`src/rtl/arb_pkg.sv`:
```
package arb_pkg;

    typedef enum logic [3:0] {
        ST_OWN,
        ST_PALL,
        ST_REL_ACK,
        ST_REL_CTRL,
        ST_GRANTED,
        ST_RC_WAIT,
        ST_RC_DRIVE,
        ST_RC_ACK,
        ST_RC_RESUME
    } arb_state_e;

    typedef struct packed {
        arb_state_e state;
        logic       back_n;
        logic       ad_oe;
        logic       ctl_oe;
        logic       ctl_hi;
        logic       owned;
        logic       pall_req;
        logic       rfsh_req;
    } arb_regs_t;

    localparam arb_regs_t ARB_RESET = '{
        state:    ST_OWN,
        back_n:   1'b1,
        ad_oe:    1'b1,
        ctl_oe:   1'b1,
        ctl_hi:   1'b0,
        owned:    1'b1,
        pall_req: 1'b0,
        rfsh_req: 1'b0
    };

    typedef struct packed {
        logic ph;
        logic req;
    } phase_regs_t;

endpackage

```
`src/rtl/arb_phase.sv`:
```
module arb_phase (
    input  logic clk,
    input  logic rst_n,
    input  logic breq_n,
    output logic ph,
    output logic req_seen
);
    import arb_pkg::*;

    phase_regs_t p_d, p_q;

    always_comb begin
        p_d    = p_q;
        p_d.ph = ~p_q.ph;
        // the edge leaving a rising-half cycle is the bus falling edge
        if (!p_q.ph) begin
            p_d.req = ~breq_n;
        end
    end

    always_ff @(posedge clk) begin
        if (!rst_n) begin
            p_q <= '{ph: 1'b0, req: 1'b0};
        end else begin
            p_q <= p_d;
        end
    end

    assign ph       = p_q.ph;
    assign req_seen = p_q.req;
endmodule

```
`src/rtl/arb_gate.sv`:
```
module arb_gate #(
    parameter int N_ATOMIC = 5,
    parameter int PRIO_W   = 2
) (
    input  logic [N_ATOMIC-1:0] atomic_busy,
    input  logic                lock,
    input  logic                dma_burst,
    input  logic [PRIO_W-1:0]   dma_prio,
    output logic                release_ok
);
    localparam logic [PRIO_W-1:0] PRIO_HOLD = '0;

    logic burst_hold;

    always_comb begin
        burst_hold = dma_burst && (dma_prio == PRIO_HOLD);
        release_ok = !(|atomic_busy) && !lock && !burst_hold;
    end
endmodule

```
`src/rtl/arb_fsm.sv`:
```
module arb_fsm (
    input  logic clk,
    input  logic rst_n,
    input  logic ph,
    input  logic req_seen,
    input  logic cyc_done,
    input  logic release_ok,
    input  logic sdram_active,
    input  logic pall_done,
    input  logic refresh_pend,
    output logic back_n,
    output logic pall_req,
    output logic addr_data_oe,
    output logic ctrl_oe,
    output logic ctrl_drive_high,
    output logic bus_owned,
    output logic refresh_req
);
    import arb_pkg::*;

    arb_regs_t r_d, r_q;

    always_comb begin
        r_d = r_q;
        unique case (r_q.state)
            ST_OWN: begin
                if (ph && req_seen && cyc_done && release_ok) begin
                    if (sdram_active) begin
                        r_d.pall_req = 1'b1;
                        r_d.state    = ST_PALL;
                    end else begin
                        r_d.ad_oe = 1'b0;
                        r_d.owned = 1'b0;
                        r_d.state = ST_REL_ACK;
                    end
                end
            end
            ST_PALL: begin
                if (pall_done) begin
                    r_d.pall_req = 1'b0;
                    r_d.state    = ST_OWN;
                end
            end
            ST_REL_ACK: begin
                r_d.back_n = 1'b0;
                r_d.state  = ST_REL_CTRL;
            end
            ST_REL_CTRL: begin
                r_d.ctl_oe = 1'b0;
                r_d.state  = ST_GRANTED;
            end
            ST_GRANTED: begin
                r_d.rfsh_req = refresh_pend;
                if (ph && !req_seen) begin
                    r_d.state = ST_RC_WAIT;
                end
            end
            ST_RC_WAIT: begin
                r_d.rfsh_req = refresh_pend;
                r_d.state    = ST_RC_DRIVE;
            end
            ST_RC_DRIVE: begin
                r_d.rfsh_req = refresh_pend;
                r_d.ctl_oe   = 1'b1;
                r_d.ctl_hi   = 1'b1;
                r_d.state    = ST_RC_ACK;
            end
            ST_RC_ACK: begin
                r_d.rfsh_req = refresh_pend;
                r_d.back_n   = 1'b1;
                r_d.state    = ST_RC_RESUME;
            end
            ST_RC_RESUME: begin
                r_d.rfsh_req = 1'b0;
                r_d.ad_oe    = 1'b1;
                r_d.owned    = 1'b1;
                r_d.ctl_hi   = 1'b0;
                r_d.state    = ST_OWN;
            end
            default: r_d = ARB_RESET;
        endcase
    end

    always_ff @(posedge clk) begin
        if (!rst_n) begin
            r_q <= ARB_RESET;
        end else begin
            r_q <= r_d;
        end
    end

    assign back_n          = r_q.back_n;
    assign pall_req        = r_q.pall_req;
    assign addr_data_oe    = r_q.ad_oe;
    assign ctrl_oe         = r_q.ctl_oe;
    assign ctrl_drive_high = r_q.ctl_hi;
    assign bus_owned       = r_q.owned;
    assign refresh_req     = r_q.rfsh_req;
endmodule

```
`src/rtl/bus_arbiter.sv`:
```
module bus_arbiter #(
    parameter int N_ATOMIC = 5,
    parameter int PRIO_W   = 2
) (
    input  logic                clk,
    input  logic                rst_n,
    input  logic                breq_n,
    input  logic                cyc_done,
    input  logic [N_ATOMIC-1:0] atomic_busy,
    input  logic                lock,
    input  logic                dma_burst,
    input  logic [PRIO_W-1:0]   dma_prio,
    input  logic                sdram_active,
    input  logic                pall_done,
    input  logic                refresh_pend,
    output logic                back_n,
    output logic                pall_req,
    output logic                addr_data_oe,
    output logic                ctrl_oe,
    output logic                ctrl_drive_high,
    output logic                bus_owned,
    output logic                refresh_req,
    output logic                bus_ph
);
    logic ph;
    logic req_seen;
    logic release_ok;

    arb_phase u_phase (
        .clk      (clk),
        .rst_n    (rst_n),
        .breq_n   (breq_n),
        .ph       (ph),
        .req_seen (req_seen)
    );

    arb_gate #(
        .N_ATOMIC (N_ATOMIC),
        .PRIO_W   (PRIO_W)
    ) u_gate (
        .atomic_busy (atomic_busy),
        .lock        (lock),
        .dma_burst   (dma_burst),
        .dma_prio    (dma_prio),
        .release_ok  (release_ok)
    );

    arb_fsm u_fsm (
        .clk             (clk),
        .rst_n           (rst_n),
        .ph              (ph),
        .req_seen        (req_seen),
        .cyc_done        (cyc_done),
        .release_ok      (release_ok),
        .sdram_active    (sdram_active),
        .pall_done       (pall_done),
        .refresh_pend    (refresh_pend),
        .back_n          (back_n),
        .pall_req        (pall_req),
        .addr_data_oe    (addr_data_oe),
        .ctrl_oe         (ctrl_oe),
        .ctrl_drive_high (ctrl_drive_high),
        .bus_owned       (bus_owned),
        .refresh_req     (refresh_req)
    );

    assign bus_ph = ph;
endmodule

```
`config.mk`:
```
export PLATFORM = sky130hd
export DESIGN_NAME = bus_arbiter
export DESIGN_NICKNAME = d
export VERILOG_FILES = /design/src/rtl/arb_pkg.sv /design/src/rtl/arb_phase.sv /design/src/rtl/arb_gate.sv /design/src/rtl/arb_fsm.sv /design/src/rtl/bus_arbiter.sv
export SDC_FILE = /design/constraint.sdc
export NUM_CORES = 1
export LEC_CHECK = 0
export BUFFER_PORTS_ARGS = -buffer_cell sky130_fd_sc_hd__buf_2
export CAP_MARGIN = 20
export CORE_MARGIN = 2
export CORE_UTILIZATION = 40
export CTS_BUF_LIST = sky130_fd_sc_hd__clkbuf_8
export CTS_CLUSTER_SIZE = 10
export DETAILED_ROUTE_END_ITERATION = 10
export PLACE_DENSITY = 0.71
export SKIP_LAST_GASP = 1
export SYNTH_ARGS = -nofsm -noshare
export SYNTH_HDL_FRONTEND = slang
export SYNTH_SLANG_ARGS = --single-unit
```
`constraint.sdc`:
```
create_clock -name clk -period 1.4 [get_ports clk]
set_input_delay 0.14 -clock clk [delete_from_list [all_inputs] [get_ports clk]]
set_output_delay 0.14 -clock clk [all_outputs]
set_load 0.005 [all_outputs]
```
==> flow_summary.ini, run 1 <==
[cells_and_area]
fillCellCount = 127
syn_to_final_growth_pct = 35.44
nNetsFinal = 116
fin_area_sq_um = 803.3
num_antenna_cells = 0
seqCellArea_sq_um = 241.5
multiInputGateArea_sq_um = 330.3
drive_above_1_share_pct = 37.76
final_util_pct = 59.50
final_cells = 113

[logic_synthesis]
synthSimpleGateAreaFrac_pct = 31.65
synth_edf_count = 0
syn_area_sq_um = 593.1
yosysSeqAreaShare_pct = 40.51
synth_top_cell_by_area = dfxtp_1
synth_top_area_share_pct = 40.51
synthMuxAreaShare_pct = 1.688
synth_top_family_by_area = simple AND/OR/NAND/NOR gates
netlist_top_cells_area = dfxtp_1 (41%), nor2_1 (7.6%), nor2b_1 (4.2%), nor3_1 (3.4%), or3b_1 (3.0%)
ys_ff_latch = 12
syn-num-nets = 87
synth_compound_area_share_pct = 17.93
synth_adder_area_share_pct = 0
synth_xor_area_share_pct = 1.477
async_flop_share_pct = 0
yosysUniqueCellTypes = 30
yosysWarnings = 0
syn_inst = 71
yosys_most_used_dff = dfxtp_1
syn_area_per_cell_sq_um = 8.353

[placement]
placed_cells = 110
place_ws_ns = 0.03849
postPlaceCellArea_sq_um = 743.2
hpwl_um = 1020
place_congestion = 0.7886
port_buffers = 23

[cts]
cts_buffers = 3
h-tree-depth = 1
cts_hold_buf = 0
clk_latency_ns = 0.24
cts_root_buf = clkbuf_8
cts_tree = built
clock_path_buffers = 2
clock-sinks = 12
clkTransAtPathRegs_ns = 0.05

[critical_path]
cp_data_arrival_time_ns = 1.50
critPathKind = reg -> reg
required_ns = 1.56
cp_max_fo = 3
worstSetupStartpointType = flip-flop
end_kind = flip-flop
rrSetupSlack_ns = 0.05

[grt]
grt_pass1_vias = 574
gr-total-overflow = 0
grt_pass1_wl_um = 2415
grt_use_total_pct = 17.58
grt_max_degree = 11
antenna_found_initial = 0

[timing]
fmaxAchievable_ghz = 0.7428
setup_viol = 0
relSlewSlack_pct = 83.81
drv_slew = 0
timing.final.ws_setup_ns = 0.05368
fin_crit_sh_pct = 96.17
finalHoldViolCount = 0
tns_ns = 0
fin_worst_hold_slack_ns = 0.1327
tightest_slew_ns = 0.2406
finClkSkew_ns = 0.008030
post-route-min-period_ns = 1.346

[min_path]
hold_path_class = in -> reg

[routing]
ant_nets = 0
drc = 0
dr.pass1.iters = 3
post_drt_via_cell_ratio = 5.124
drt_iter0_drc = 9
routed_wl_um = 1387
vias = 579
wl_per_cell_um = 12.27

[power]
irDropWorstVdd_mv = 0.5503
p_switching_uw = 152.3
p_int_uw = 576.2
leakagePower_nw = 0.3431
p_total_uw = 728.5
pwr-share-clk_pct = 42.7
p_comb_share_pct = 8.7
p_sw_share_pct = 20.90
p_per_area_mw_per_mm2 = 906.9
p_seq_share_pct = 48.5

[floorplanning]
num_rows = 13
dieWidth_um = 42.51
num_io_pins = 24
initial_core_util_pct = 43.93
core_area_sq_mm = 0.001350
die-area_sq_mm = 0.001807
die_h_um = 42.51

[job]
max_cap_violations = 0

[status]
outcome = finished, final reports clean
## power groups by stage
stage | Sequential, mW | Clock, mW | Combinational [mW]
5_1_grt | 0.354 | 0.328 | 0.0712
3_3_place_gp | 0.361 | 0 | 0.0603
3_5_place_dp | 0.361 | 0 | 0.0610
6_report | 0.354 | 0.311 | 0.0637
4_1_cts | 0.354 | 0.317 | 0.0616
2_1_floorplan | 0.362 | 0 | 0.0249
## cell usage in the layout (no fill, tap or decap), types with 3 or more instances in the layout
cell type	instances
buf_2	23
nor2_1	12
dfxtp_1	11
buf_4	6
nor2b_1	4
nor3_1	4
nand2_1	4
inv_1	3
o21ai_1	3
clkbuf_8	3
## state kept, by name (all words and copies together) (netlist names)
register and cells:
u_phase.ph 1, u_fsm.refresh_req 1, u_fsm.bus_owned 1, u_phase.req_seen 1
u_fsm.back_n 1, u_fsm.r_q 4, u_fsm.ctrl_drive_high 1, u_fsm.ctrl_oe 1
u_fsm.pall_req 1
## worst max-delay path: stages, from the launching register on
cell and delay, ns:
dfxtp_1 0.32, nor4b_2 0.18, nand4_1 0.19, a211o_1 0.38
a211oi_2 0.20
## layer usage
metal / track usage, % / part of all wire, %
met4: 8.125 / 1.8
met5: 0 / 0
met2: 27.38 / 47
met1: 22.60 / 47
met3: 4.310 / 3.2
## path summary, 6_finish.rpt
| check | from | end | depth (start not counted) |
|---|---|---|---|
| hold reg to reg | u_fsm.ctrl_drive_high | u_fsm.ctrl_drive_high | 2 |
| setup reg to reg | u_phase.req_seen | u_fsm.r_q[8] | 4 |
| hold / removal | rst_n | u_fsm.ctrl_oe | 2 |
| setup / recovery | u_phase.req_seen | u_fsm.r_q[8] | 4 |
## synthesized netlist by cell type, drive strengths merged (2+ instances only)
master / n
a21oi: 2
buf: 4
dfxtp: 12
inv: 3
nand2: 4
nand2b: 2
nor2: 12
nor2b: 4
nor3: 4
o21ai: 4
o22ai: 2
or3b: 2
## area by class of cell
class,count,share of cell area [%]
Timing Repair Buffer,29,19.94
Multi-Input combinational cell,51,41.12
Clock buffer,3,5.140
Sequential cell,12,30.06
Inverter,3,1.402
Tap cell,15,2.336
## logic make-up after synthesis
group                     Yosys count
xor gates and xnor gates            1
buffers and inverters               8
and+or+nand+nor                    34
AOI/OAI and AO/OA                  15
muxes                               1
DFF                                12
## repair_timing
item / 4_1_cts / 5_1_grt
resized for setup: 0 / 3
endpoints found under the setup margin: 0 / 1
setup buffers: 0 / 0
No activity file was read; power rests on OpenSTA's default activity.
==> run 2: changes to the inputs <==
- CORE_MARGIN: 2 -> 10
- PLACE_DENSITY: 0.71 -> 0.68
- clock period: 1.4 -> 1.5 ns (I/O delays scaled with it)
==> run 2 against run 1 <==
  * Largest cell class unchanged
  * Cell count is 2.7% lower
  * First-iteration DRC count is 33% lower
  * Largest power group unchanged
  * Highest routed layer unchanged
  * Sequential power is 6.5% lower
  * Global-route usage is 8.8 points lower
  * Core utilization is 3.1 points lower
  * Sequential cell count stayed put
  * Hold slack better by 0.017 ns
  * Via count is 4.0% lower
==> flow_summary.ini, run 2 (synthesis results as in run 1) <==
[status]
outcome = finished, final reports clean

[critical_path]
rrSetupSlack_ns = 0.14
end_kind = flip-flop
cp_data_arrival_time_ns = 1.51
r2r-start = u_phase.req_seen
crit_slowest_cell = a211o_1
cp_max_fo = 3
cp_cell_sequence = nor4b_2 > nand4_1 > a211o_1 > a211oi_2
required_ns = 1.66
worstSetupStartpointType = flip-flop
regToRegEndpoint = u_fsm.r_q[8]
startpoint = u_phase.req_seen
r2r_cells = 4
critPathKind = reg -> reg
cp_slowest_stage_delay_ns = 0.37

[timing]
fmaxAchievable_ghz = 0.7371
finalHoldViolCount = 0
drv_slew = 0
post-route-min-period_ns = 1.357
setup_viol = 0
tightest_slew_ns = 0.3523
rsz0062_at_grt = no
fin_crit_sh_pct = 90.45
relSlewSlack_pct = 76.48
timing.final.ws_setup_ns = 0.1433
finClkSkew_ns = 0.003596
tns_ns = 0

[cts]
cts_setup_buffers = 0
clkTransAtPathRegs_ns = 0.05
cts_hold_buf = 0
clock-sinks = 12
clock_path_buffers = 2
clk_latency_ns = 0.24
cts_tree = built
cts-resized-gates = 0
h-tree-depth = 1
cts_buffers = 3
cts_root_buf = clkbuf_8

[power]
p_comb_share_pct = 8.1
p_switching_uw = 135.4
leakagePower_nw = 0.3238
irDropWorstVdd_mv = 0.6855
p_seq_share_pct = 49.5
p_int_uw = 533.8
pwr-share-clk_pct = 42.4
p_per_area_mw_per_mm2 = 878.2
p_sw_share_pct = 20.23

[routing]
wl_per_cell_um = 13.05
ant_nets = 0
wl_met1_um = 626
post_drt_via_cell_ratio = 5.055
drt_iter0_drc = 6
met3_length_um = 100
vias = 556
drc = 0
dr_wl_met2_um = 688
routed_wl_um = 1435
dr.pass1.iters = 4
routed.top_layer = met4

[placement]
place_ws_ns = 0.1481
hpwl_um = 1128
place_congestion = 0.7711
port_buffers = 23

[grt]
antenna_found_initial = 0
grt_use_total_pct = 8.745
grt_pass1_vias = 555
grt_max_degree = 12
gr-total-overflow = 0
grt_pass1_wl_um = 2346

[floorplanning]
die_h_um = 58.51
dieWidth_um = 58.51
die-area_sq_mm = 0.003423
num_rows = 13
core_area_sq_mm = 0.001350
num_io_pins = 24
initial_core_util_pct = 43.93

[cells_and_area]
nNetsFinal = 113
regMostFlops = u_fsm.r_q
syn_to_final_growth_pct = 28.48
final_cell_mix = buf_2 (23), nor2_1 (12), dfxtp_1 (12)
layout_commonest_cell = buf_2
num_antenna_cells = 0
drive_above_1_share_pct = 33.68
largest_reg_flops = 4

[min_path]
whs_path_depth = 2
min_from = rst_n
hold_end = u_fsm.ctrl_oe
hold_path_class = in -> reg

[job]
max_cap_violations = 0
==> run 2: worst max-delay path: cells and delay by family, from the launching register on <==
family          cells  cell delay [ns]
simple gates        2             0.39
flops               1             0.32
compound gates      2             0.57
==> run 2: worst max path at each step <==
stage	endpoint	slack, ns
3_5_place_dp	u_fsm.pall_req	0.15
3_3_place_gp	u_fsm.pall_req	0.11
2_1_floorplan	u_fsm.pall_req	0.23
6_report	u_fsm.r_q[8]	0.14
4_1_cts	u_fsm.r_q[8]	0.14
5_1_grt	u_fsm.pall_req	0.06
==> run 2: through the flow <==
| step | util, % | hold slack (ns) | std cells | total power, mW | cell area, sq um |
|---|---|---|---|---|---|
| after floorplan | - | 0.2119 | 71 | 0.3606 | 593.1 |
| after global placement | 53.38 | 0.3875 | 107 | 0.3910 | 720.7 |
| after detailed placement | 53.38 | 0.3910 | 107 | 0.3921 | 720.7 |
| after CTS | 56.44 | 0.1485 | 110 | 0.6762 | 762.0 |
| after global routing | 56.44 | 0.1641 | 110 | 0.6993 | 762.0 |
| final | 56.44 | 0.1502 | 110 | 0.6692 | 762.0 |
==> run 2: final cells by class <==
class                   instances  area (sq um)
clock buffers                   3         41.29
inverters                       3         11.26
well taps                      15         18.77
fillers                       127         588.1
multi-input cells              51         312.8
flip-flops and latches         12         240.2
repair buffers                 26         137.6
==> run 2: power by group through the flow <==
stage	clock (mW)	combinational, mW	sequential [mW]
after floorplan	0	0.0232	0.337
after global placement	0	0.0537	0.337
after detailed placement	0	0.0545	0.338
after CTS	0.290	0.0547	0.331
after global routing	0.308	0.0594	0.332
final	0.284	0.0540	0.331
==> run 2: per-layer routing <==
metal	GRT usage, %	up-vias
met3	4.721	4
li1	-	296
met4	5.034	0
met5	0	-
met1	9.102	245
met2	13.66	11
==> run 3: changes to the inputs <==
- ABC_AREA: default -> 1
- BUFFER_PORTS_ARGS: -buffer_cell sky130_fd_sc_hd__buf_2 -> -buffer_cell sky130_fd_sc_hd__buf_4
- PLACE_DENSITY: 0.68 -> 0.67
==> run 3 against run 2 <==
  * Die area rose by 7.8%
  * Cell count grew 27%
  * Synthesized cell count grew 38%
  * Combinational power rose by 11%
  * Setup slack better by 0.069 ns
  * Global-route usage is 0.79 points higher
  * Critical path type unchanged
  * Sequential power decreased by 1%
  * Critical path depth grew 3
  * Via count is 21% higher
  * Core utilization is 2.2 points higher
==> flow_summary.ini, run 3 <==
[cts]
clock-sinks = 12
cts-resized-gates = 0
cts_tree = built
cts_buffers = 3
h-tree-depth = 1
cts_setup_buffers = 0
clock_path_buffers = 2
cts_root_buf = clkbuf_8
cts_hold_buf = 0
clkTransAtPathRegs_ns = 0.05
clk_latency_ns = 0.24

[min_path]
hold_path_class = in -> reg

[critical_path]
crit_slowest_cell = dfxtp_1
cp_data_arrival_time_ns = 1.43
cp_cell_sequence = nor2_4 > nand3_2 > or2_4 > nand3_1 > nand2_1 > inv_1 > nor2_2
cp_max_fo = 6
required_ns = 1.65
cp_slowest_stage_delay_ns = 0.36
worstSetupStartpointType = flip-flop
end_kind = flip-flop
critPathKind = reg -> reg

[logic_synthesis]
async_flop_share_pct = 0
yosys_most_used_dff = dfxtp_1
synthTopCellsByCount = nand2_1 (25), inv_1 (13), dfxtp_1 (12)
synth_top_area_share_pct = 36.16
yosysUniqueCellTypes = 22
ys_ff_latch = 12
yosysSeqAreaShare_pct = 36.16
synth_compound_area_share_pct = 10.92
syn_inst = 98
synth_top_family_by_area = simple AND/OR/NAND/NOR gates
synthSimpleGateAreaFrac_pct = 43.88
syn-num-nets = 114
synth_xor_area_share_pct = 0
syn_area_per_cell_sq_um = 6.779
netlist_top_cells_area = dfxtp_1 (36%), nand2_1 (14%), inv_1 (7.3%), nor2_1 (5.1%), a21oi_1 (4.5%)
synth_most_common_cell = nand2_1
syn_area_sq_um = 664.4
synth_edf_count = 0
synthMuxAreaShare_pct = 0
yosysWarnings = 0
synth_top_cell_by_area = dfxtp_1
synth_adder_area_share_pct = 0

[timing]
tightest_slew_ns = 0.2635
finClkSkew_ns = 0.005061
setup_viol = 0
post-route-min-period_ns = 1.288
fmaxAchievable_ghz = 0.7765
fin_crit_sh_pct = 85.85
rsz0062_at_grt = no
tns_ns = 0
timing.final.ws_setup_ns = 0.2122
drv_slew = 0
finalHoldViolCount = 0
relSlewSlack_pct = 82.41

[routing]
routed.top_layer = met4
met3_length_um = 147
post_drt_via_cell_ratio = 4.807
wl_per_cell_um = 12.14
dr.pass1.iters = 4
dr_wl_met2_um = 850
routed_wl_um = 1699
ant_nets = 0
drc = 0
vias = 673
drt_iter0_drc = 29
wl_met1_um = 693

[floorplanning]
core_area_sq_mm = 0.001541
dieWidth_um = 60.76
num_io_pins = 24
num_rows = 14
die_h_um = 60.76
die-area_sq_mm = 0.003691
initial_core_util_pct = 43.10

[grt]
grt_use_total_pct = 9.530
antenna_found_initial = 0
grt_pass1_vias = 617
grt_pass1_wl_um = 2697
gr-total-overflow = 0
grt_max_degree = 9

[cells_and_area]
num_antenna_cells = 0
fillCellCount = 158
layout_commonest_cell = nand2_1
drive_above_1_share_pct = 33.87
final_cell_mix = nand2_1 (25), buf_4 (23), inv_1 (13)
syn_to_final_growth_pct = 36.16
regMostFlops = u_fsm.r_q
largest_reg_flops = 4
nNetsFinal = 141

[status]
outcome = finished, final reports clean

[placement]
place_congestion = 0.8410
place_ws_ns = 0.2321
port_buffers = 23
hpwl_um = 1385

[power]
leakagePower_nw = 0.4523
p_per_area_mw_per_mm2 = 818.2
irDropWorstVdd_mv = 0.5936

[job]
max_cap_violations = 0
[run 3: cell count changes after synthesis, moves of 3 or more]
cell / previous run / this run
nor2b_1: 4 / 0
nor2_2: 0 / 3
a21oi_1: 2 / 6
nor2_1: 12 / 9
nand3_1: 1 / 6
nand2_2: 0 / 4
nand2_1: 4 / 25
inv_1: 3 / 13
[run 3: final cells by class]
cell class | instances | area (sq um) | share of cell area (%)
multi-input cells | 71 | 364.1 | 40.25
inverters | 14 | 52.55 | 5.809
well taps | 16 | 20.02 | 2.213
flip-flops and latches | 12 | 240.2 | 26.56
repair buffers | 23 | 172.7 | 19.09
clock buffers | 4 | 55.05 | 6.086
[run 3: final timing paths]
path / slack, ns / from / to / cells past startpoint
worst max-delay path: 0.21 / u_fsm.r_q[9] / u_fsm.pall_req / 7
worst min-delay path: 0.08 / breq_n / u_phase.req_seen / 2
worst max register to register: 0.21 / u_fsm.r_q[9] / u_fsm.pall_req / 7
worst min register to register: 0.46 / u_fsm.back_n / u_fsm.back_n / 2
[run 3: metal layers]
layer	vias to the layer above	global-route usage, %
met1	289	10.85
met2	20	14.70
met3	2	5.637
met5	-	0
met4	0	2.821
li1	362	-
[run 3: power by group]
part	internal [mW]	total, mW	leakage (nW)	switching (mW)
sequential	0.324	0.327	0.0974	0.00349
clock	0.232	0.353	0.0288	0.121
combinational	0.0362	0.0601	0.326	0.0239
[run 3: per-stage QoR]
| step | util [%] | instances | total power, mW | hold slack (ns) | area, sq um |
|---|---|---|---|---|---|
| after CTS | 58.69 | 140 | 0.7537 | 0.07551 | 904.6 |
| final | 58.69 | 140 | 0.7402 | 0.08495 | 904.6 |
| after global routing | 58.69 | 140 | 0.7755 | 0.07676 | 904.6 |
| after floorplan | - | 98 | 0.3541 | 0.2346 | 664.4 |
| after global placement | 55.11 | 136 | 0.3933 | 0.3303 | 849.6 |
| after detailed placement | 55.11 | 136 | 0.3944 | 0.3325 | 849.6 |
[run 3: cells by family (layout without fill, tap and decap cells)]
family | after synthesis | after routing
AND/OR/NAND/NOR | 58 | 58
buffers and inverters | 15 | 41
AO/OA/AOI/OAI | 13 | 13
flip-flops | 12 | 12
[run 3: critical path, delay by kind of cell, from the launching register on]
kind | cells | cell delay [ns]
flip-flops | 1 | 0.36
buffers and inverters | 1 | 0.06
AND/OR/NAND/NOR | 6 | 0.77
